$ cat config.mk
export PLATFORM = sky130hd
export DESIGN_NAME = lu_hazard_ctl
export DESIGN_NICKNAME = d
export VERILOG_FILES = /design/src/rtl/lu_hazard_ctl.sv
export SDC_FILE = /design/constraint.sdc
export NUM_CORES = 1
export LEC_CHECK = 0
export BUFFER_PORTS_ARGS = -buffer_cell sky130_fd_sc_hd__clkbuf_2
export CORE_AREA = 2 2 39 41
export DETAILED_ROUTE_END_ITERATION = 10
export DIE_AREA = 0 0 41 43
export GPL_TIMING_DRIVEN = 0
export PLACE_DENSITY_LB_ADDON = 0.12
export SYNTH_ARGS = -nofsm -noshare
export SYNTH_HDL_FRONTEND = slang
export SYNTH_SLANG_ARGS = --single-unit
$ cat constraint.sdc
create_clock -name vclk -period 1.02
set_clock_uncertainty 0.2 [all_clocks]
set_input_delay 0.051 -clock vclk [all_inputs]
set_output_delay 0.051 -clock vclk [all_outputs]
set_load 0.005 [all_outputs]
$ cat src/rtl/lu_hazard_ctl.sv
module lu_hazard_ctl #(
  parameter int OPW = 4,
  parameter int RW = 4,
  parameter logic [OPW-1:0] OP_LOAD = 4'h5,
  parameter logic [OPW-1:0] OP_POP = 4'hB,
  parameter logic [OPW-1:0] OP_NOP = 4'h1,
  parameter logic [RW-1:0] NO_REG = 4'hF
) (
  input  logic           clk,
  input  logic           rst_n,
  input  logic [OPW-1:0] ex_op,
  input  logic [RW-1:0]  ex_mdst,
  input  logic [RW-1:0]  dec_ra,
  input  logic [RW-1:0]  dec_rb,
  output logic           pc_hold,
  output logic           dec_hold,
  output logic           ex_squash
);

  logic is_load, dst_live, src_hit, hazard;

  assign is_load  = (ex_op == OP_LOAD) || (ex_op == OP_POP);
  assign dst_live = (ex_mdst != NO_REG);
  assign src_hit  = (ex_mdst == dec_ra) || (ex_mdst == dec_rb);
  assign hazard   = is_load && dst_live && src_hit;

  assign pc_hold   = hazard;
  assign dec_hold  = hazard;
  assign ex_squash = hazard;

  // a live load destination matching a source must stall
  p_load_match_r1: assert property (@(posedge clk) disable iff (!rst_n)
    ((ex_op == OP_LOAD || ex_op == OP_POP) && ex_mdst != NO_REG &&
     (ex_mdst == dec_ra || ex_mdst == dec_rb)) |-> (pc_hold && dec_hold));

  p_non_load_r4: assert property (@(posedge clk) disable iff (!rst_n)
    (ex_op != OP_LOAD && ex_op != OP_POP) |-> !(pc_hold || dec_hold || ex_squash));

  p_no_reg_r5: assert property (@(posedge clk) disable iff (!rst_n)
    (ex_mdst == NO_REG) |-> !(pc_hold || dec_hold || ex_squash));

  p_outputs_agree_r7: assert property (@(posedge clk) disable iff (!rst_n)
    ex_squash |-> (pc_hold && dec_hold));

  // relies on upstream loading the bubble after a squash
  p_single_stall_r8: assert property (@(posedge clk) disable iff (!rst_n)
    ex_squash |=> !ex_squash);

endmodule

==> qor.log <==
[sta] final critical delay including setup and external delays 1100 ps
[worst_setup_path] Crit path required time 770 ps
[die] core region area 1380 um2
[die] number of placement rows 14
[global_routing] gr ovfl total 0
[global_routing] pin count of the biggest net entering global routing 4
[yosys] top-count cell post-synth sky130_fd_sc_hd__xnor2_1
[worst_setup_path] crit-path leading delay family buffers and inverters
[yosys] Post-Synthesis Cell Area 133 um2
[worst_setup_path] category of the critical setup timing path in -> out
[sta] maximum achievable frequency 0.906 GHz
[yosys] Synth area leader sky130_fd_sc_hd__xnor2_1
[hold_path] type of the tightest min-delay check in -> out
[drt] Total Wirelength 471 um
[yosys] top cell type's share of synthesized area 52.8%
[sta] slew of the pin with the lowest slew margin 209 ps
[yosys] synth unique cells 7
[drt] length of the first detailed-routing pass in iterations 1
[yosys] number of warnings printed during yosys synthesis 0
[yosys] net count after synthesis 35
[sta] Final setup violation count 3
[layout] clkbuf count 0
[sta] setup repair after global routing missed its margin true
[global_routing] initial antenna violation count 0
[sta] normalized max-slew margin 86.0%
[worst_setup_path] Buf/Inv on CP 3
[global_routing] global-route wire length before repair 634 um
[status] violated checks setup timing
[yosys] list of most frequent post-synthesis cells sky130_fd_sc_hd__xnor2_1 (8), sky130_fd_sc_hd__nand4_1 (3), sky130_fd_sc_hd__buf_4 (2)
[drt] Via density 3.63
[sta] final-layout worst hold slack 253 ps
[layout] share of the core filled with cells 24.1%
[worst_setup_path] type of origin of the critical path input port
[place] input/output buffers 19
[sta] Final Cycle Share 108%
[die] total I/O pin count 21
[yosys] synthesized area per cell 7.80 um2
[die] Die Span Y 43 um
[layout] share of post-route cells with drive strength above 1 80.6%
[layout] area added between synthesis and finish 151%
[power] PwrDens 351 nW/um2
[sta] setup slack of the critical path after layout -84.1 ps
[yosys] sequential area share after synthesis 0%
[run] number of max-cap violations 0
[drt] vias post-DR 189
[layout] flip-flop and latch area 0 um2
[worst_setup_path] sort of element at the end of the critical path primary output
[place] Setup WS pre-CTS -187 ps
[drt] routed length per instance 9.06 um
[drt] count of unresolved DRC violations after routing 0
[place] Final Wtd Congestion 0.595
[sta] number of slew-limit violations in the final report 0
[worst_setup_path] WP data arrival 850 ps
[worst_setup_path] Slowest cell on crit path sky130_fd_sc_hd__a21oi_2
[sta] Hold Violations, Final 0
[sta] setup_tns -177 ps
[yosys] count of mapped cells out of synthesis 17
[die] die footprint 1760 um2
[die] Chip Width 41 um
[power] peak supply drop 0.0710 mV
[power] total power 117 uW
[layout] final layout net count 56
[layout] total inserted antenna cells 0
[global_routing] global routing usage summed across all routing layers 4.90%
[drt] DRT antenna net count 0
[worst_setup_path] largest fanout on the critical path 3
[die] initial core utilization 9.58%
[status] status complete, but fails checks
[global_routing] number of global-route vias before repair 178
[yosys] top cells by area in the synthesized netlist sky130_fd_sc_hd__xnor2_1 (53%), sky130_fd_sc_hd__nand4_1 (14%), sky130_fd_sc_hd__buf_4 (11%), sky130_fd_sc_hd__and3b_1 (6.6%), sky130_fd_sc_hd__nor3b_1 (5.7%)
[drt] number of design-rule violations left by the first detailed-router iteration 0
[worst_setup_path] delay contributed by the slowest stage of the critical path 200 ps
[power] LEAKAGE 0.000164 uW
[worst_setup_path] cells along the critical path buf_8 > xnor2_2 > nand4_1 > a21oi_2 > buf_4 > buf_6
[layout] number of sequential cells 0
[metrics by stage]
stage                     instance area [um2]  instances
after global placement                    248         52
after floorplan                           133         17
after detailed placement                  248         52
after CTS                                 282         52
after global routing                      333         52
final                                     333         52
[worst paths after layout]
path,endpoint,cells past startpoint,slack [ps],from
max,pc_hold,6,-80,ex_mdst[1]
min,dec_hold,4,250,ex_op[0]
[cells by family (layout without fill, tap and decap cells)]
family / count (synthesis) / in the layout / synth area share, %
simple gates: 5 / 5 / 26.4
xor+xnor: 8 / 8 / 52.8
buf+inv: 2 / 21 / 11.3
compound gates: 2 / 2 / 9.43
[repair_timing]
| action | CTS | global route |
|---|---|---|
| hold buffers | 0 | 0 |
| gates resized for setup | 5 | 8 |
| pin swaps | 10 | 5 |
| setup endpoints to repair | 3 | 3 |
| buffers inserted | 0 | 0 |
[cell type report]
cell class,count,area (um2)
well taps,16,20.0
multi-input cells,15,171
fillers,161,1050
plain buffers,2,15.0
repair buffers,19,126
[cell usage in the layout (no fill, tap or decap), types with 2 or more instances in the layout]
cell and n:
sky130_fd_sc_hd__clkbuf_2 15, sky130_fd_sc_hd__xnor2_1 2, sky130_fd_sc_hd__nand4_1 3, sky130_fd_sc_hd__xnor2_2 6, sky130_fd_sc_hd__buf_6 2, sky130_fd_sc_hd__buf_4 2
[where the power goes]
group	total, uW	internal (uW)	switching (uW)
registers	0	0	0
logic	117	73.7	43.1
clock network	0	0	0
total	117	73.7	43.1
[routing by layer]
metal | vias to the layer above | routed length, um | global-route usage [%]
met3 | 0 | 45 | 0
met2 | 10 | 259 | 10.3
met5 | - | 0 | 0
met4 | 0 | 0 | 0
met1 | 80 | 166 | 5.06
li1 | 99 | - | -
Note: power is estimated with default switching activity, not from simulation.
